### config.mk
export PLATFORM = sky130hd
export DESIGN_NAME = cmp_timer_chan
export DESIGN_NICKNAME = d
export VERILOG_FILES = /design/src/rtl/cmp_timer_pkg.sv /design/src/rtl/ctm_sec_sync.sv /design/src/rtl/ctm_counter.sv /design/src/rtl/ctm_flag.sv /design/src/rtl/cmp_timer_chan.sv
export SDC_FILE = /design/constraint.sdc
export NUM_CORES = 1
export LEC_CHECK = 0
export BUFFER_PORTS_ARGS = -buffer_cell sky130_fd_sc_hd__buf_2
export CORE_MARGIN = 5
export CORE_UTILIZATION = 51
export DETAILED_ROUTE_END_ITERATION = 8
export PLACE_DENSITY_LB_ADDON = 0.25
export REMOVE_ABC_BUFFERS = 1
export SLEW_MARGIN = 5
export SYNTH_ARGS = -nofsm -noshare
export SYNTH_HDL_FRONTEND = slang
export SYNTH_HIERARCHICAL = 1
export SYNTH_SLANG_ARGS = --single-unit
### constraint.sdc
create_clock -name clk -period 3.5 [get_ports clk]
set_input_delay 0.175 -clock clk [delete_from_list [all_inputs] [get_ports clk]]
set_output_delay 0.175 -clock clk [all_outputs]
set_load 0.02 [all_outputs]
### src/rtl/cmp_timer_pkg.sv
// Shared definitions for the compare timer channel.
package cmp_timer_pkg;
    // Output flag modes; the encoding is the value driven on omode_i.
    typedef enum logic [2:0] {
        OM_ACTIVE   = 3'd0,
        OM_CLR      = 3'd1,
        OM_SET      = 3'd2,
        OM_TOG      = 3'd3,
        OM_ALT      = 3'd4,
        OM_SET_SEC  = 3'd5,
        OM_SET_ROLL = 3'd6,
        OM_GATED    = 3'd7
    } omode_e;
endpackage

### src/rtl/ctm_sec_sync.sv
// Synchronizes the asynchronous secondary input and flags its rising edge.
// Assumes sec_i may change at any time; the edge pulse lasts one cycle.
module ctm_sec_sync #(
    parameter int SYNC_STAGES = 2
) (
    input  logic clk,
    input  logic rst_n,
    input  logic sec_i,
    output logic rise_o
);
    localparam int CHAIN_W = SYNC_STAGES + 1;

    logic [CHAIN_W-1:0] chain_q;

    // Shift the input through the synchronizer and one history flop.
    always_ff @(posedge clk) begin
        if (!rst_n)
            chain_q <= '0;
        else
            chain_q <= {chain_q[CHAIN_W-2:0], sec_i};
    end

    // Rising edge seen at the synchronized output.
    always_comb rise_o = chain_q[SYNC_STAGES-1] & ~chain_q[SYNC_STAGES];
endmodule

### src/rtl/ctm_counter.sv
// Counter, compare and reload core of one timer channel.
// A compare event is registered when a counting step lands on the target.
// The reload follows at the next edge. Assumes alternating mode is not
// combined with count-once.
module ctm_counter #(
    parameter int CNT_W = 16
) (
    input  logic             clk,
    input  logic             rst_n,
    input  logic             tick_i,
    input  logic             dir_i,
    input  logic             once_i,
    input  logic             ctl_wr_i,
    input  logic             alt_mode_i,
    input  logic             ext_req_i,
    input  logic [CNT_W-1:0] cmp1_i,
    input  logic [CNT_W-1:0] cmp2_i,
    input  logic [CNT_W-1:0] load_i,
    output logic [CNT_W-1:0] cnt_o,
    output logic             evt_o,
    output logic             roll_o,
    output logic             act_o
);
    localparam logic [CNT_W-1:0] ALL_ONES = {CNT_W{1'b1}};

    logic [CNT_W-1:0] cnt_q, step_val, target;
    logic             evt_q, roll_q, sel_q, act_q, wrap, reload;

    // Candidate next value and the wrap it would cause.
    always_comb begin
        step_val = dir_i ? cnt_q - 1'b1 : cnt_q + 1'b1;
        wrap     = dir_i ? (cnt_q == '0) : (cnt_q == ALL_ONES);
        target   = (alt_mode_i && sel_q) ? cmp2_i : cmp1_i;
        reload   = evt_q | ext_req_i;
    end

    // Count, reload, and register the compare and wrap pulses.
    always_ff @(posedge clk) begin
        if (!rst_n) begin
            cnt_q  <= '0;
            evt_q  <= 1'b0;
            roll_q <= 1'b0;
        end else begin
            evt_q  <= 1'b0;
            roll_q <= 1'b0;
            if (reload) begin
                cnt_q <= load_i;
            end else if (act_q && tick_i) begin
                cnt_q  <= step_val;
                evt_q  <= (step_val == target);
                roll_q <= wrap;
            end
        end
    end

    // Counting state: cleared by a count-once reload, set by a control write.
    always_ff @(posedge clk) begin
        if (!rst_n)
            act_q <= 1'b1;
        else if (ctl_wr_i)
            act_q <= 1'b1;
        else if (evt_q && once_i)
            act_q <= 1'b0;
    end

    // Alternating target selector, swapped after each own compare.
    always_ff @(posedge clk) begin
        if (!rst_n)
            sel_q <= 1'b0;
        else if (ctl_wr_i || !alt_mode_i)
            sel_q <= 1'b0;
        else if (evt_q)
            sel_q <= ~sel_q;
    end

    assign cnt_o  = cnt_q;
    assign evt_o  = evt_q;
    assign roll_o = roll_q;
    assign act_o  = act_q;
endmodule

### src/rtl/ctm_flag.sv
// Output flag generator for the eight output modes.
// Assumes evt_i, roll_i and sec_rise_i are one-cycle pulses.
module ctm_flag
    import cmp_timer_pkg::*;
(
    input  logic   clk,
    input  logic   rst_n,
    input  omode_e mode_i,
    input  logic   evt_i,
    input  logic   roll_i,
    input  logic   sec_rise_i,
    input  logic   act_i,
    output logic   flag_o
);
    logic flag_q;

    // Stored flag update; a compare set wins over any clear source.
    always_ff @(posedge clk) begin
        if (!rst_n) begin
            flag_q <= 1'b0;
        end else begin
            case (mode_i)
                OM_CLR:      if (evt_i) flag_q <= 1'b0;
                OM_SET:      if (evt_i) flag_q <= 1'b1;
                OM_TOG,
                OM_ALT:      if (evt_i) flag_q <= ~flag_q;
                OM_SET_SEC:  if (evt_i) flag_q <= 1'b1;
                             else if (sec_rise_i) flag_q <= 1'b0;
                OM_SET_ROLL: if (evt_i) flag_q <= 1'b1;
                             else if (roll_i) flag_q <= 1'b0;
                default:     flag_q <= flag_q;
            endcase
        end
    end

    // Output selection: counting state, gated clock or stored flag.
    always_comb begin
        case (mode_i)
            OM_ACTIVE: flag_o = act_i;
            OM_GATED:  flag_o = clk & act_i;
            default:   flag_o = flag_q;
        endcase
    end
endmodule

### src/rtl/cmp_timer_chan.sv
// One compare timer channel: counter core, secondary input synchronizer
// and output flag generator. Sibling compare events reload the counter
// when ext_init_en_i allows it.
module cmp_timer_chan
    import cmp_timer_pkg::*;
#(
    parameter int CNT_W       = 16,
    parameter int N_SIB       = 3,
    parameter int SYNC_STAGES = 2
) (
    input  logic             clk,
    input  logic             rst_n,
    input  logic             tick_i,
    input  logic             sec_i,
    input  logic             dir_i,
    input  logic             ext_init_en_i,
    input  logic [2:0]       omode_i,
    input  logic             once_i,
    input  logic             ctl_wr_i,
    input  logic [CNT_W-1:0] cmp1_i,
    input  logic [CNT_W-1:0] cmp2_i,
    input  logic [CNT_W-1:0] load_i,
    input  logic [N_SIB-1:0] sib_cmp_i,
    output logic [CNT_W-1:0] cnt_o,
    output logic             cmp_evt_o,
    output logic             oflag_o
);
    omode_e mode;
    logic   ext_req, roll_w, act_w, sec_rise;

    // Decode the mode field and qualify sibling reload requests.
    always_comb begin
        mode    = omode_e'(omode_i);
        ext_req = ext_init_en_i & (|sib_cmp_i);
    end

    ctm_sec_sync #(.SYNC_STAGES(SYNC_STAGES)) sync_i (
        .clk    (clk),
        .rst_n  (rst_n),
        .sec_i  (sec_i),
        .rise_o (sec_rise)
    );

    ctm_counter #(.CNT_W(CNT_W)) core_i (
        .clk        (clk),
        .rst_n      (rst_n),
        .tick_i     (tick_i),
        .dir_i      (dir_i),
        .once_i     (once_i),
        .ctl_wr_i   (ctl_wr_i),
        .alt_mode_i (mode == OM_ALT),
        .ext_req_i  (ext_req),
        .cmp1_i     (cmp1_i),
        .cmp2_i     (cmp2_i),
        .load_i     (load_i),
        .cnt_o      (cnt_o),
        .evt_o      (cmp_evt_o),
        .roll_o     (roll_w),
        .act_o      (act_w)
    );

    ctm_flag flag_i (
        .clk        (clk),
        .rst_n      (rst_n),
        .mode_i     (mode),
        .evt_i      (cmp_evt_o),
        .roll_i     (roll_w),
        .sec_rise_i (sec_rise),
        .act_i      (act_w),
        .flag_o     (oflag_o)
    );
endmodule

==> impl_metrics.json, run 1 <==
{
  "fin_skew_ns": 0.00369,
  "core_area_sq_mm": 0.00466,
  "clk_pin_slew_ns": 0.10,
  "slew_headroom": 0.512,
  "fin_crit_ns": 3.24,
  "ys.flop_type": "dfxtp_1",
  "ys_types": 67,
  "ioPinCount": 80,
  "dp_hpwl_microns": 5380,
  "syn-cell-area_sq_mm": 0.00240,
  "drive_above_1_share": 0.288,
  "routed_wl_microns": 7210,
  "first_global_vias": 2481,
  "drv_cap": 0,
  "place.port_buffers": 79,
  "start_util": 0.516,
  "drtIter0Drc": 149,
  "dp_cells": 423,
  "antenna_found_initial": 0,
  "max_freq_ghz": 0.309,
  "min_path_type": "in2reg",
  "finalSetupTns_ns": 0,
  "grt_remaining_overflow": 0,
  "report.final.slew_viol_count": 0,
  "ant_nets": 0,
  "worstPathArrival_ns": 3.55,
  "synth_edf_count": 0,
  "vias": 2538,
  "grt_pass1_wl_microns": 11600,
  "dieArea_sq_mm": 0.00619,
  "drc": 0,
  "finalNonFillerCells": 432,
  "ir_worst_vdd_mv": 0.182,
  "yosysWarnings": 6,
  "outcome": "finished clean",
  "nets": 456,
  "cts_tree": "done",
  "worstSetupPathType": "reg2reg",
  "startpoint_type": "register",
  "grt_max_degree": 32,
  "avgViaCountPerCell": 5.88,
  "fillers": 432,
  "diodes": 0,
  "insertion_delay_ns": 0.39,
  "firstDrtPassIters": 4,
  "wl_per_cell_microns": 16.7,
  "critical_path_required_ns": 3.81,
  "syn_inst": 298,
  "synth.avg_cell_area_sq_um": 8.07,
  "areaGrowthSynthToFinish_pct": 23.6,
  "grt_usage": 0.237,
  "leakagePower_nw": 1.44,
  "hold_violations": 0,
  "rows": 25,
  "p_per_area_mw_per_mm2": 398,
  "tightest_slew_ns": 0.730,
  "ys_seq_area_frac": 0.200,
  "setup_viol": 0,
  "finalCritPeriodShare": 0.924,
  "synth_seq_cells": 24,
  "die_y_microns": 78.7,
  "cp-end-kind": "register",
  "async_flop_share": 0,
  "gp_congestion": 0.856,
  "critPathMaxFanout": 7,
  "rsz0062_at_grt": "no",
  "die_x_microns": 78.7
}
synth_stat cells (2+ instances only):
master     number  area share
nand2_1        38       0.059
dfxtp_1        24        0.20
nor2_1         21       0.033
xnor2_1        21       0.076
o21ai_0        18       0.037
mux2i_1        15       0.062
ha_1           14       0.073
a21oi_1        11       0.023
clkbuf_1        9       0.014
xor2_1          8       0.029
nand4_1         7       0.018
a21o_1          6       0.019
a311oi_1        6       0.022
nor3_1          6       0.012
o211ai_1        6       0.019
a211oi_1        5       0.016
nor4_1          5       0.013
and2_1          4       0.010
and3_1          4       0.010
a31oi_1         3      0.0078
buf_6           3       0.014
inv_1           3      0.0047
mux2_2          3       0.014
nand3_1         3      0.0062
o311ai_0        3       0.011
or4_1           3      0.0094
a221oi_1        2      0.0073
a22oi_1         2      0.0062
a31o_2          2      0.0073
nand3b_1        2      0.0062
o2111ai_1       2      0.0073
o211a_1         2      0.0083
o22ai_1         2      0.0052
or3_1           2      0.0052
critical path, stage by stage, from the launching register on:
cell and delay [ns]:
dfxtp_1 0.44, fa_1 0.49, a21o_1 0.22, a211oi_2 0.27, nor3_1 0.08, and3b_1 0.24, nand4_1 0.14, a2111oi_2 0.39
o2111ai_1 0.16, or4_1 0.54, nor4_2 0.20
cells in the final DEF, fill, tap and decap left out, types with 3 or more instances in the layout:
cell      count
nor2_1       20
nor4_1        5
and2_1        4
or4_1         3
a31oi_1       3
clkbuf_8      6
ha_1         14
o311ai_0      3
nand3_1       3
o211ai_1      6
nor3_1        6
a21o_1        6
inv_1         3
xor2_1        8
mux2i_1      15
xnor2_1      21
o21ai_0      18
buf_4         6
a21oi_1      11
dfxtp_1      24
nand2_1      38
mux2_2        3
buf_2        79
a211oi_1      4
and3_1        4
a311oi_1      6
nand4_1       7
flip-flops by register name, summed over array words and instances, names as in the netlist:
signal	count
core_i/roll_o	1
sync_i/chain_q	3
core_i/act_o	1
flag_i/flag_q	1
core_i/sel_q	1
core_i/cnt_o	16
core_i/evt_o	1
stage by stage:
step | power (mW) | hold WS [ns] | worst slack, ns | area (sq um) | util
after global routing | 1.26 | 0.0253 | 0.0261 | 2970 | 0.638
final | 1.18 | 0.0278 | 0.265 | 2970 | 0.638
after floorplan | 0.676 | 0.268 | 0.134 | 2320 | -
after CTS | 1.18 | 0.0189 | 0.214 | 2970 | 0.637
after detailed placement | 0.824 | 0.378 | 0.184 | 2840 | 0.608
after global placement | 0.818 | 0.373 | 0.344 | 2840 | 0.608
cell families (layout without fill, tap and decap cells):
logic type               after synthesis  count (layout)  synth area share
buffers and inverters                 18              98            0.0395
XOR/XNOR                              30              30             0.115
AND/OR/NAND/NOR                      110             110             0.241
AO/OA/AOI/OAI                         82              82             0.241
flip-flops                            24              24             0.200
adder cells (fa/ha/maj)               15              15            0.0812
multiplexers                          19              19            0.0822
final cells by class:
class,instances,area [sq um],area share
inverter,4,15.0,0.00505
clock inverter,1,30.0,0.0101
timing repair buffer,86,455,0.153
clock buffer,7,87.6,0.0295
multi-input combinational,256,1840,0.618
sequential,24,480,0.162
tap,54,67.6,0.0227
worst paths after layout:
path	start	end	slack, ns	cells past startpoint
setup / recovery	core_i/cnt_o[0]$_SDFFE_PN0P_	core_i/evt_o$_SDFF_PP0_	0.26	10
setup reg to reg	core_i/cnt_o[0]$_SDFFE_PN0P_	core_i/evt_o$_SDFF_PP0_	0.26	10
hold reg to reg	sync_i/chain_q[0]$_SDFF_PN0_	sync_i/chain_q[1]$_SDFF_PN0_	0.45	1
hold / removal	load_i[3]	core_i/cnt_o[3]$_SDFFE_PN0P_	0.03	2
where the power goes:
group	switching, mW	internal, mW	total (mW)
Combinational	0.273	0.219	0.492
Sequential	0.0322	0.295	0.327
Clock	0.134	0.232	0.365
Total	0.439	0.745	1.18
per-layer routing:
metal	vias to the layer above	global-route usage	part of all wire	wire length, microns
li1	1287	-	-	-
met1	1126	0.293	0.44	3150
met2	105	0.403	0.47	3400
met3	20	0.0436	0.068	492
met4	0	0.0944	0.022	155
met5	-	0	0	0
repair_timing:
item                                    in CTS  in global routing
endpoints found under the hold margin        2                  0
hold buffers                                 2                  0
gates resized for setup                      0                  1
buffers inserted                             0                  0
endpoints found under the setup margin       0                  1
Power figures use the tool's default switching activity.
==> inputs of run 2 (changes only) <==
--- a/config.mk
+++ b/config.mk
@@ -10,6 +10,7 @@
 export CORE_UTILIZATION = 51
 export DETAILED_ROUTE_END_ITERATION = 8
 export PLACE_DENSITY_LB_ADDON = 0.25
+export RECOVER_POWER = 100
 export REMOVE_ABC_BUFFERS = 1
 export SLEW_MARGIN = 5
 export SYNTH_ARGS = -nofsm -noshare
==> impl_metrics.json, run 2 (synthesis results as in run 1) <==
{
  "outcome": "finished clean",
  "leakagePower_nw": 1.36,
  "final_cell_mix": "buf_2 (57), nand2_1 (38), dfxtp_1 (24), clkbuf_1 (24)",
  "diodes": 0,
  "critical_path_required_ns": 3.81,
  "critical_path.cell_chain": "fa_1 -> a21o_1 -> a211oi_2 -> nor3_1 -> and3b_1 -> nand4_1 -> a2111oi_2 -> o2111ai_1 -> or4_1 -> nor4_2",
  "finalSetupTns_ns": 0,
  "critPathMaxStageDelay_ns": 0.54,
  "routed_wl_microns": 7270,
  "die_x_microns": 78.7,
  "drtIter0Drc": 173,
  "worstSetupPathType": "reg2reg",
  "critPathMaxFanout": 7,
  "antenna_found_initial": 0,
  "nets": 456,
  "areaGrowthSynthToFinish_pct": 21.8,
  "firstDrtPassIters": 4,
  "worst-path-buf-inv": 0,
  "wl_per_cell_microns": 16.8,
  "largest_register_ffs": 16,
  "hold_violations": 0,
  "gp_congestion": 0.856,
  "ioPinCount": 80,
  "die_y_microns": 78.7,
  "final_common_cell": "buf_2",
  "min_path_type": "in2reg",
  "core_area_sq_mm": 0.00466,
  "dieArea_sq_mm": 0.00619,
  "grt_remaining_overflow": 0,
  "start_util": 0.516,
  "slew_headroom": 0.131,
  "worstPathArrival_ns": 3.54,
  "setup_viol": 0,
  "drive_above_1_share": 0.220,
  "grt_max_degree": 32,
  "p_per_area_mw_per_mm2": 402,
  "grt_usage": 0.237,
  "clk_pin_slew_ns": 0.10,
  "drv_cap": 0,
  "holdWs_ns": 0.0258,
  "fin_skew_ns": 0.00314,
  "grt_pass1_wl_microns": 11600,
  "dp_hpwl_microns": 5380,
  "place.port_buffers": 79,
  "insertion_delay_ns": 0.39,
  "cp-end-kind": "register",
  "first_global_vias": 2481,
  "ant_nets": 0,
  "finalCritPeriodShare": 0.922,
  "rows": 25,
  "startpoint_type": "register",
  "cts_tree": "done",
  "ir_worst_vdd_mv": 0.181,
  "crit_family": "simple AND/OR/NAND/NOR gates",
  "drc": 0,
  "rsz0062_at_grt": "no",
  "cp_slowest_cell": "or4_1",
  "report.final.slew_viol_count": 0,
  "tightest_slew_ns": 1.30,
  "fin_crit_ns": 3.23,
  "vias": 2574,
  "max_freq_ghz": 0.310,
  "avgViaCountPerCell": 5.96
}
-- run 2: cell types whose count changed in the layout (fill, tap and decap cells not counted), sizes merged --
cell,change
buf,-24
clkbuf,+24
-- run 2: path summary, 6_finish.rpt --
path | from | to | slack, ns | cells past startpoint
worst max-delay path | core_i/cnt_o[0]$_SDFFE_PN0P_ | core_i/evt_o$_SDFF_PP0_ | 0.27 | 10
worst max register to register | core_i/cnt_o[0]$_SDFFE_PN0P_ | core_i/evt_o$_SDFF_PP0_ | 0.27 | 10
worst min-delay path | load_i[3] | core_i/cnt_o[3]$_SDFFE_PN0P_ | 0.03 | 2
worst min register to register | sync_i/chain_q[0]$_SDFF_PN0_ | sync_i/chain_q[1]$_SDFF_PN0_ | 0.45 | 1
-- run 2: metal layers --
layer	GRT usage	vias to the layer above	routed length [microns]
met1	0.293	1149	3180
li1	-	1290	-
met4	0.0944	0	159
met2	0.403	117	3400
met5	0	-	0
met3	0.0436	18	531
-- run 2: final cells by class --
class / count / area, sq um
inverters: 4 / 15.0
fillers: 447 / 1730
repair buffers: 86 / 422
well taps: 54 / 67.6
clock inverters: 1 / 30.0
flip-flops and latches: 24 / 480
clock buffers: 7 / 86.3
multi-input cells: 256 / 1830
-- run 2: what timing repair did --
item / in CTS / in global routing
hold buffers: 2 / 0
endpoints found under the hold margin: 2 / 0
setup buffers: 0 / 0
endpoints found under the setup margin: 0 / 1
resized for setup: 0 / 1
-- run 2: through the flow --
stage / worst slack [ns] / cells / area [sq um] / power, mW / utilization
after CTS: 0.214 / 432 / 2970 / 1.18 / 0.637
final: 0.274 / 432 / 2930 / 1.18 / 0.628
after floorplan: 0.134 / 284 / 2320 / 0.676 / -
after detailed placement: 0.184 / 423 / 2840 / 0.824 / 0.608
after global placement: 0.344 / 423 / 2840 / 0.818 / 0.608
after global routing: 0.0213 / 432 / 2930 / 1.25 / 0.628
-- run 2: power breakdown --
group | internal (mW) | leakage, nW | switching, mW | total, mW
sequential | 0.295 | 0.198 | 0.0327 | 0.327
combinational | 0.211 | 1.09 | 0.274 | 0.485
clock | 0.231 | 0.0644 | 0.134 | 0.365
